### config.mk
export PLATFORM = sky130hd
export DESIGN_NAME = spi_hs_slave
export DESIGN_NICKNAME = d
export VERILOG_FILES = /design/src/rtl/spi_hs_pkg.sv /design/src/rtl/spi_hs_sync.sv /design/src/rtl/spi_hs_shift.sv /design/src/rtl/spi_hs_ctrl.sv /design/src/rtl/spi_hs_slave.sv
export SDC_FILE = /design/constraint.sdc
export NUM_CORES = 1
export LEC_CHECK = 0
export ABC_AREA = 1
export BUFFER_PORTS_ARGS = -buffer_cell sky130_fd_sc_hd__buf_4
export CORE_MARGIN = 5
export CORE_UTILIZATION = 35
export DETAILED_ROUTE_END_ITERATION = 10
export PLACE_DENSITY_LB_ADDON = 0.3
export SLEW_MARGIN = 20
export SYNTH_ARGS = -nofsm -noshare
export SYNTH_HDL_FRONTEND = slang
export SYNTH_SLANG_ARGS = --single-unit
### constraint.sdc
create_clock -name clk -period 5.9 [get_ports clk]
set_input_delay 0.295 -clock clk [delete_from_list [all_inputs] [get_ports clk]]
set_output_delay 0.295 -clock clk [all_outputs]
set_load 0.01 [all_outputs]
### src/rtl/spi_hs_pkg.sv
package spi_hs_pkg;
  typedef enum logic [1:0] {
    HS_IDLE  = 2'd0,
    HS_ARMED = 2'd1,
    HS_DONE  = 2'd2
  } hs_state_e;
endpackage

### src/rtl/spi_hs_sync.sv
// Reset synchronizer plus two-flop synchronizers for the serial pins,
// with edge detection on one chosen bit.
module spi_hs_sync #(
  parameter int unsigned     NSIG     = 3,
  parameter int unsigned     EDGE_BIT = 0,
  parameter logic [NSIG-1:0] RST_VAL  = '0
) (
  input  logic            clk,
  input  logic            rst_n,
  input  logic [NSIG-1:0] async_i,
  output logic            rst_ni,
  output logic [NSIG-1:0] sync_o,
  output logic            rise_o,
  output logic            fall_o
);
  logic [1:0] rst_q;

  always_ff @(posedge clk or negedge rst_n) begin
    if (!rst_n) rst_q <= 2'b00;
    else        rst_q <= {rst_q[0], 1'b1};
  end
  assign rst_ni = rst_q[1];

  for (genvar g = 0; g < NSIG; g++) begin : g_sync
    logic meta_q;
    logic stab_q;
    always_ff @(posedge clk or negedge rst_ni) begin
      if (!rst_ni) begin
        meta_q <= RST_VAL[g];
        stab_q <= RST_VAL[g];
      end else begin
        meta_q <= async_i[g];
        stab_q <= meta_q;
      end
    end
    assign sync_o[g] = stab_q;
  end

  logic prev_q;
  always_ff @(posedge clk or negedge rst_ni) begin
    if (!rst_ni) prev_q <= RST_VAL[EDGE_BIT];
    else         prev_q <= sync_o[EDGE_BIT];
  end

  assign rise_o = sync_o[EDGE_BIT] & ~prev_q;
  assign fall_o = ~sync_o[EDGE_BIT] & prev_q;
endmodule

### src/rtl/spi_hs_shift.sv
// Transmit and receive shift registers with bit counter, MSB first.
module spi_hs_shift #(
  parameter int unsigned W = 16
) (
  input  logic         clk,
  input  logic         rst_n,
  input  logic         load_i,
  input  logic [W-1:0] load_word_i,
  input  logic         active_i,
  input  logic         rise_i,
  input  logic         fall_i,
  input  logic         mosi_i,
  output logic         miso_o,
  output logic         done_o,
  output logic [W-1:0] rx_word_o
);
  localparam int unsigned CW = (W > 2) ? $clog2(W) : 1;
  localparam logic [CW-1:0] LAST = CW'(W - 1);

  logic [W-1:0]  tx_q, tx_d;
  logic [W-1:0]  rx_q, rx_d;
  logic [CW-1:0] cnt_q, cnt_d;

  always_comb begin
    tx_d  = tx_q;
    rx_d  = rx_q;
    cnt_d = cnt_q;
    if (load_i) begin
      tx_d  = load_word_i;
      cnt_d = '0;
    end else if (active_i) begin
      if (rise_i) begin
        rx_d  = {rx_q[W-2:0], mosi_i};
        cnt_d = (cnt_q == LAST) ? '0 : cnt_q + CW'(1);
      end else if (fall_i && (cnt_q != '0)) begin
        tx_d = {tx_q[W-2:0], 1'b0};
      end
    end
  end

  always_ff @(posedge clk or negedge rst_n) begin
    if (!rst_n) begin
      tx_q  <= '0;
      rx_q  <= '0;
      cnt_q <= '0;
    end else begin
      tx_q  <= tx_d;
      rx_q  <= rx_d;
      cnt_q <= cnt_d;
    end
  end

  assign miso_o    = tx_q[W-1];
  assign done_o    = active_i & rise_i & ~load_i & (cnt_q == LAST);
  assign rx_word_o = {rx_q[W-2:0], mosi_i};
endmodule

### src/rtl/spi_hs_ctrl.sv
// Handshake state machine, pending write buffer and RX holding register.
module spi_hs_ctrl
  import spi_hs_pkg::*;
#(
  parameter int unsigned W = 16
) (
  input  logic         clk,
  input  logic         rst_n,
  input  logic         tx_wr_i,
  input  logic [W-1:0] tx_data_i,
  input  logic         done_i,
  input  logic [W-1:0] rx_word_i,
  output logic         load_o,
  output logic [W-1:0] load_word_o,
  output logic         armed_o,
  output logic         rx_valid_o,
  output logic [W-1:0] rx_data_o
);
  hs_state_e    st_q, st_d;
  logic         pv_q, pv_d;
  logic [W-1:0] pend_q, pend_d;
  logic [W-1:0] hold_q;
  logic         hold_en;

  always_comb begin
    st_d        = st_q;
    pv_d        = pv_q;
    pend_d      = pend_q;
    load_o      = 1'b0;
    load_word_o = tx_data_i;
    hold_en     = 1'b0;
    unique case (st_q)
      HS_IDLE: begin
        if (tx_wr_i) begin
          load_o = 1'b1;
          st_d   = HS_ARMED;
        end
      end
      HS_ARMED: begin
        if (tx_wr_i) begin
          pv_d   = 1'b1;
          pend_d = tx_data_i;
        end
        if (done_i) begin
          hold_en = 1'b1;
          st_d    = HS_DONE;
        end
      end
      HS_DONE: begin
        if (tx_wr_i) begin
          load_o = 1'b1;
          pv_d   = 1'b0;
          st_d   = HS_ARMED;
        end else if (pv_q) begin
          load_o      = 1'b1;
          load_word_o = pend_q;
          pv_d        = 1'b0;
          st_d        = HS_ARMED;
        end else begin
          st_d = HS_IDLE;
        end
      end
      default: st_d = HS_IDLE;
    endcase
  end

  always_ff @(posedge clk or negedge rst_n) begin
    if (!rst_n) begin
      st_q   <= HS_IDLE;
      pv_q   <= 1'b0;
      pend_q <= '0;
    end else begin
      st_q   <= st_d;
      pv_q   <= pv_d;
      pend_q <= pend_d;
    end
  end

  always_ff @(posedge clk or negedge rst_n) begin
    if (!rst_n)       hold_q <= '0;
    else if (hold_en) hold_q <= rx_word_i;
  end

  assign armed_o    = (st_q == HS_ARMED);
  assign rx_valid_o = (st_q == HS_DONE);
  assign rx_data_o  = hold_q;
endmodule

### src/rtl/spi_hs_slave.sv
module spi_hs_slave #(
  parameter int unsigned W = 16
) (
  input  logic         clk,
  input  logic         rst_n,
  input  logic         cfg_five_wire,
  input  logic         cfg_idle_float,
  input  logic         tx_wr,
  input  logic [W-1:0] tx_data,
  output logic [W-1:0] rx_data,
  output logic         rx_valid,
  input  logic         sclk,
  input  logic         mosi,
  input  logic         cs_n,
  output logic         miso,
  output logic         miso_oe,
  output logic         rdy_n,
  output logic         rdy_oe
);
  logic         rst_ni;
  logic [2:0]   pins_s;
  logic         sclk_rise, sclk_fall;
  logic         mosi_s, cs_s;
  logic         selected, armed, active;
  logic         load, done;
  logic [W-1:0] load_word, rx_word;

  spi_hs_sync #(.NSIG(3), .EDGE_BIT(0), .RST_VAL(3'b100)) u_sync (
    .clk     (clk),
    .rst_n   (rst_n),
    .async_i ({cs_n, mosi, sclk}),
    .rst_ni  (rst_ni),
    .sync_o  (pins_s),
    .rise_o  (sclk_rise),
    .fall_o  (sclk_fall)
  );

  assign mosi_s   = pins_s[1];
  assign cs_s     = pins_s[2];
  assign selected = ~cfg_five_wire | ~cs_s;
  assign active   = armed & selected;

  spi_hs_shift #(.W(W)) u_shift (
    .clk         (clk),
    .rst_n       (rst_ni),
    .load_i      (load),
    .load_word_i (load_word),
    .active_i    (active),
    .rise_i      (sclk_rise),
    .fall_i      (sclk_fall),
    .mosi_i      (mosi_s),
    .miso_o      (miso),
    .done_o      (done),
    .rx_word_o   (rx_word)
  );

  spi_hs_ctrl #(.W(W)) u_ctrl (
    .clk         (clk),
    .rst_n       (rst_ni),
    .tx_wr_i     (tx_wr),
    .tx_data_i   (tx_data),
    .done_i      (done),
    .rx_word_i   (rx_word),
    .load_o      (load),
    .load_word_o (load_word),
    .armed_o     (armed),
    .rx_valid_o  (rx_valid),
    .rx_data_o   (rx_data)
  );

  assign rdy_n   = ~active;
  assign rdy_oe  = active | ~cfg_idle_float;
  assign miso_oe = selected;
endmodule

Word level (Yosys, flattened, before mapping)
Index checks and enable logic that the tools add are counted.

Add/subtract/negate cells: 1. Bitwise gates (word level): 15. Multiplexer cells: 24. Equality and inequality tests: 7. Reduce and logical (&&, ||, !) cells: 13.

Operators by type and width (count): 16-bit 2-to-1 mux (7); 4-bit 2-to-1 mux (4); 2-bit AND reduction (4); 2-bit nonzero test (4); 1-bit 2-to-1 mux (7); 1-bit inverter (7); 1-bit bitwise AND (6); 2-bit 2-to-1 mux (3); 2-bit one-hot mux with 3 select lines (1); 3-bit AND reduction (2); 4-bit by 1-bit adder with 4-bit output (second input constant) (1); 4-bit == test (second input constant) (1); 2-bit by 1-bit != test with 1-bit output (second input constant) (2); 2-bit != test (second input constant) (2); 1-bit one-hot mux with 2 select lines (2); 4-bit nonzero test (1); 2-bit by 1-bit == test with 1-bit output (second input constant) (1); 2-bit == test (second input constant) (1); 2-bit logical NOT (1); 1-bit OR (2); 1-bit logical AND (1).

Logic and storage cells: 75. Register bits: 79. Input port bits: 24. Output and inout port bits: 21.

Logic depth before layout (Yosys ltp)
Depth in word-level cells: 8. Depth in mapped cells: 9. Mapped depth without buffers: 8.

Cells and area by module
A second synthesis with hierarchy kept.

Cell total of the unflattened synthesis: 445. Area total of the unflattened synthesis: 3634.7 µm².

Modules (own cells, without submodules): spi_hs_shift (times used 1, cells each 218, sequential area each 875.8 µm², area each 1717.9 µm²); spi_hs_ctrl (times used 1, cells each 206, sequential area each 875.8 µm², area each 1625.3 µm²); spi_hs_sync (times used 1, cells each 17, sequential area each 227.7 µm², area each 269.0 µm²); spi_hs_slave (times used 1, cells each 4, sequential area each 0.0 µm², area each 22.5 µm²).

Least setup slack after synthesis
OpenSTA, ideal clock, no wires.

Path type: reg-to-reg. Start point: register u_sync.g_sync[2].stab_q. End point: register u_shift.tx_q[10]. Library setup time: 66 ps. Setup slack: 4541 ps. Arrival: 1293 ps. Clock period less this slack: 1359 ps. Required time: 5834 ps. Buffers on the path: 1. Cell stages (with the launch flop): 8. Path through: dfstp_2 > nand2_1 > inv_1 > nor2_4 > nand3b_4 > clkbuf_1 > nand3_1 > nand2_1.

Longest elaborated chain between the ends: 5.

RTL lines: start, declared (line spi_hs_sync.sv:26) `logic stab_q;`; start signal, assigned (line spi_hs_sync.sv:30) `stab_q <= RST_VAL[g];`; start signal, assigned (line spi_hs_sync.sv:33) `stab_q <= meta_q;`; 1-bit inverter (line spi_hs_slave.sv:40) `assign selected = ~cfg_five_wire | ~cs_s;`; 1-bit OR (line spi_hs_slave.sv:40); named net miso_oe (line spi_hs_slave.sv:16) `output logic miso_oe,`; 1-bit bitwise AND (line spi_hs_slave.sv:41) `assign active = armed & selected;`; 2-bit nonzero test (no line); 3-bit AND reduction (no line); end signal, assigned (line spi_hs_shift.sv:47) `tx_q <= tx_d;`; end, declared (line spi_hs_shift.sv:20) `logic [W-1:0] tx_q, tx_d;`.

The timed path passes the listed nets, and every way through them passes these cells. A chain may end at the register's enable or synchronous reset.

Worst setup path after layout
Start point: register u_ctrl.st_q[0]. End point: register u_shift.tx_q[13].

Longest elaborated chain between the ends: 4. Elaborated cells on any way between the ends: 11. Classes of those cells: 3 x eq/ne; 3 x mux; 1 x bitwise; 4 x reduce/logical.

RTL lines: start, declared (line spi_hs_ctrl.sv:19) `hs_state_e st_q, st_d;`; start signal, assigned (line spi_hs_ctrl.sv:73) `st_q <= st_d;`; 2-bit == test (tied with other cells) (line spi_hs_ctrl.sv:32) `unique case (st_q)`; 1-bit one-hot mux with 2 select lines or 1-bit bitwise AND (tied branches) (line spi_hs_ctrl.sv:32, spi_hs_slave.sv:41); 2-bit by 1-bit != test with 1-bit output (no line) or 2-bit nonzero test (tied branches); 3-bit AND reduction (no line).

Parallel ways exist; a longest one is shown, timed or not.

==> summary.md <==
| Metric | Value |
|---|---|
| DR pass1 iterations | `6` |
| CTS resizes | `0` |
| Top post-synthesis cells by area | `dfrtp_1 54%, nand2_1 19%, nand3_1 7.5%` |
| Vias in the first global route | `2,855` |
| Via Count | `2,846` |
| DR WL/cell | `12.80 um` |
| Critical Path End Type | `flop` |
| Seq pwr share | `0.493` |
| Worst VDD drop | `0.1559 mV` |
| Fraction of layout cells with a size suffix above 1 | `0.1607` |
| Required time worst endpoint | `6180 ps` |
| Internal | `1020 uW` |
| Floorplan row count | `36` |
| Slew Viols, Final | `0` |
| Max_cap viols | `0` |
| Combinational power share | `0.202` |
| Sequential share of the synthesized area | `0.5596` |
| Setup TNS | `0 ps` |
| Pwr Density | `353.1 nW/um^2` |
| Status | `finished clean` |
| Area delta synth->final | `18.82%` |
| Netlist Area Pre-Place | `3537 um^2` |
| Hold Violations, Final | `0` |
| Drt total wl | `7758 um` |
| Final Setup Violations | `0` |
| Clk slew on worst S/H paths | `90 ps` |
| Warnings, synthesis | `0` |
| Syn_nets | `455` |
| HP Class | `in -> reg` |
| Post-synth top area share | `0.5447` |
| Max clock buf depth | `2` |
| Clk pwr share | `0.306` |
| Routed Antenna Nets | `0` |
| Port buffer count | `44` |
| CTS Root Cell | `clkbuf_8` |
| Final critical-path share of the clock period | `0.3201` |
| Utilization after layout | `0.4280` |
| Routed wl met3 | `424 um` |
| Peak Freq | `0.5295 GHz` |
| Leak | `0.002334 uW` |
| Top sig layer | `met4` |
| TritonCTS Buffers | `9` |
| Gr usage total | `0.1324` |
| Dpl hpwl | `4978 um` |
| Largest net degree at the start of global routing | `78` |
| # DRC | `0` |
| Initial antenna violation count | `0` |
| RSZ-0062 raised after global routing | `no` |
| Grt ovf | `0` |
| Actual slew at the worst max-slew pin | `928.1 ps` |
| Antenna Cells | `0` |
| IO Count | `45` |
| Switching Power | `464.0 uW` |
| Clock latency on the worst-skew pair | `350 ps` |
| RD Place Congestion | `0.8300` |
| Chip width | `110.5 um` |
| Yosys reg bits | `79` |
| Tmin final | `1889 ps` |
| Starting Density | `0.3602` |
| Die area | `12,220 um^2` |
| Slew headroom | `0.3798` |
| Initial DRC count | `144` |
| Yosys top cell by area | `dfrtp_1` |
| Mapped Cells | `429` |
| Met1 WL | `3757 um` |
| Die span in y | `110.5 um` |
| Syn avg cell area | `8.245 um^2` |
| CTS sink count | `79` |
| Synth unique cells | `27` |
| Net Sw Frac | `0.3127` |
| CP startpoint kind | `flop` |
| WL met2 | `3486 um` |
| Final Net Count | `494` |
| Routed vias/inst | `4.696` |
| Crit path DAT | `2170 ps` |
| First-pass GRT wire length | `13,530 um` |
| Floorplan core area | `9819 um^2` |
| Clock Skew | `10.60 ps` |
| Kind of critical path | `reg -> reg` |
| TritonCTS clock tree | `done` |
| H-tree depth | `3` |
| CP max FO | `17` |
==> synth_stat cells, drive strengths merged <==
cell type and count:
a21oi 3, buf 10, clkbuf 8, clkinv 1, conb 1, dfrtp 77
dfstp 2, ha 2, inv 41, nand2 183, nand3 54, nand3b 1
nor2 6, o21ai 39, xnor2 1
==> worst max-delay path, cell delays in order (launching register included) <==
cell     delay [ps]
dfrtp_1         430
nor2_2          590
nand2_2         360
nand2_1         140
nand3_1         110
nand2_1          90
nand2_1          50
nand2_1          60
==> stage by stage <==
step / cells / setup slack (ps) / total power, uW / hold WS (ps) / instance area (um^2)
3_3_place_gp: 588 / 4137 / 1028 / 77.50 / 3936
5_1_grt: 606 / 3877 / 1594 / 13.37 / 4203
4_1_cts: 605 / 4045 / 1504 / 25.74 / 4175
2_1_floorplan: 429 / 3540 / 951.3 / -0.5911 / 3537
3_5_place_dp: 588 / 4075 / 1040 / 78.48 / 3936
6_report: 606 / 4011 / 1484 / 44.47 / 4203
==> what timing repair did <==
action | 4_1_cts | 5_1_grt
setup buffers | 0 | 0
hold buffers | 1 | 0
endpoints found under the hold margin | 2 | 0
==> per-layer routing <==
metal,track usage,up-vias
met5,0,-
li1,-,1413
met3,0.04486,8
met4,0.04269,0
met2,0.2023,86
met1,0.1768,1339
==> cell usage in the layout, fill, tap and decap left out, types with 2 or more instances in the layout <==
cell type	synthesis	layout
a21oi_1	3	3
buf_4	3	44
bufinv_16	0	2
clkbuf_8	0	10
clkinv_4	0	2
dfrtp_1	77	76
dfstp_2	2	2
ha_1	2	2
inv_1	39	39
nand2_1	178	178
nand2_2	4	4
nand3_1	53	53
nor2_1	3	3
o21ai_0	38	38
==> logic make-up after synthesis <==
logic type | after synthesis | share of synthesized area
buf+inv | 60 | 0.07393
fa+ha+maj | 2 | 0.007074
flops | 79 | 0.5596
simple gates | 244 | 0.2964
compound gates | 42 | 0.05942
other cells | 1 | 0.001060
xor+xnor | 1 | 0.002477
==> final timing paths <==
check	start	endpoint	slack, ps	depth (start not counted)
setup / recovery	u_ctrl.st_q[0]	u_shift.tx_q[13]	4010	7
max in group asynchronous	u_sync.rst_q[1]	u_sync.g_sync[2].stab_q	5010	1
min in group asynchronous	rst_n	u_sync.rst_q[1]	260	2
setup reg to reg	u_ctrl.st_q[0]	u_shift.tx_q[13]	4010	7
hold reg to reg	u_sync.rst_q[1]	u_ctrl.rx_data_o[7]	260	0
hold / removal	mosi	u_sync.g_sync[1].meta_q	40	1
==> registers in the layout (all words and copies together), names as in the netlist <==
name	count
u_ctrl.pend_q	16
u_ctrl.st_q	2
u_ctrl.pv_q	1
u_sync.prev_q	1
u_sync.g_sync.stab_q	3
u_shift.cnt_q	4
u_sync.rst_q	2
u_sync.g_sync.meta_q	3
u_shift.rx_q	15
u_shift.tx_q	16
u_ctrl.rx_data_o	16
==> final cells by class <==
| class | instances | area [um^2] |
|---|---|---|
| clock inverter | 6 | 91.34 |
| sequential | 79 | 1983 |
| inverter | 42 | 160.2 |
| clock buffer | 10 | 137.6 |
| fill | 1034 | 5617 |
| tap | 133 | 166.4 |
| timing repair buffer | 46 | 367.9 |
| multi-input combinational | 290 | 1296 |
==> power groups by stage <==
stage | clock network (uW) | logic (uW) | registers (uW)
2_1_floorplan | 0 | 225 | 726
3_3_place_gp | 0 | 284 | 743
3_5_place_dp | 0 | 294 | 746
4_1_cts | 471 | 296 | 738
5_1_grt | 496 | 350 | 747
6_report | 454 | 300 | 731
(Power assumes the default switching activity.)
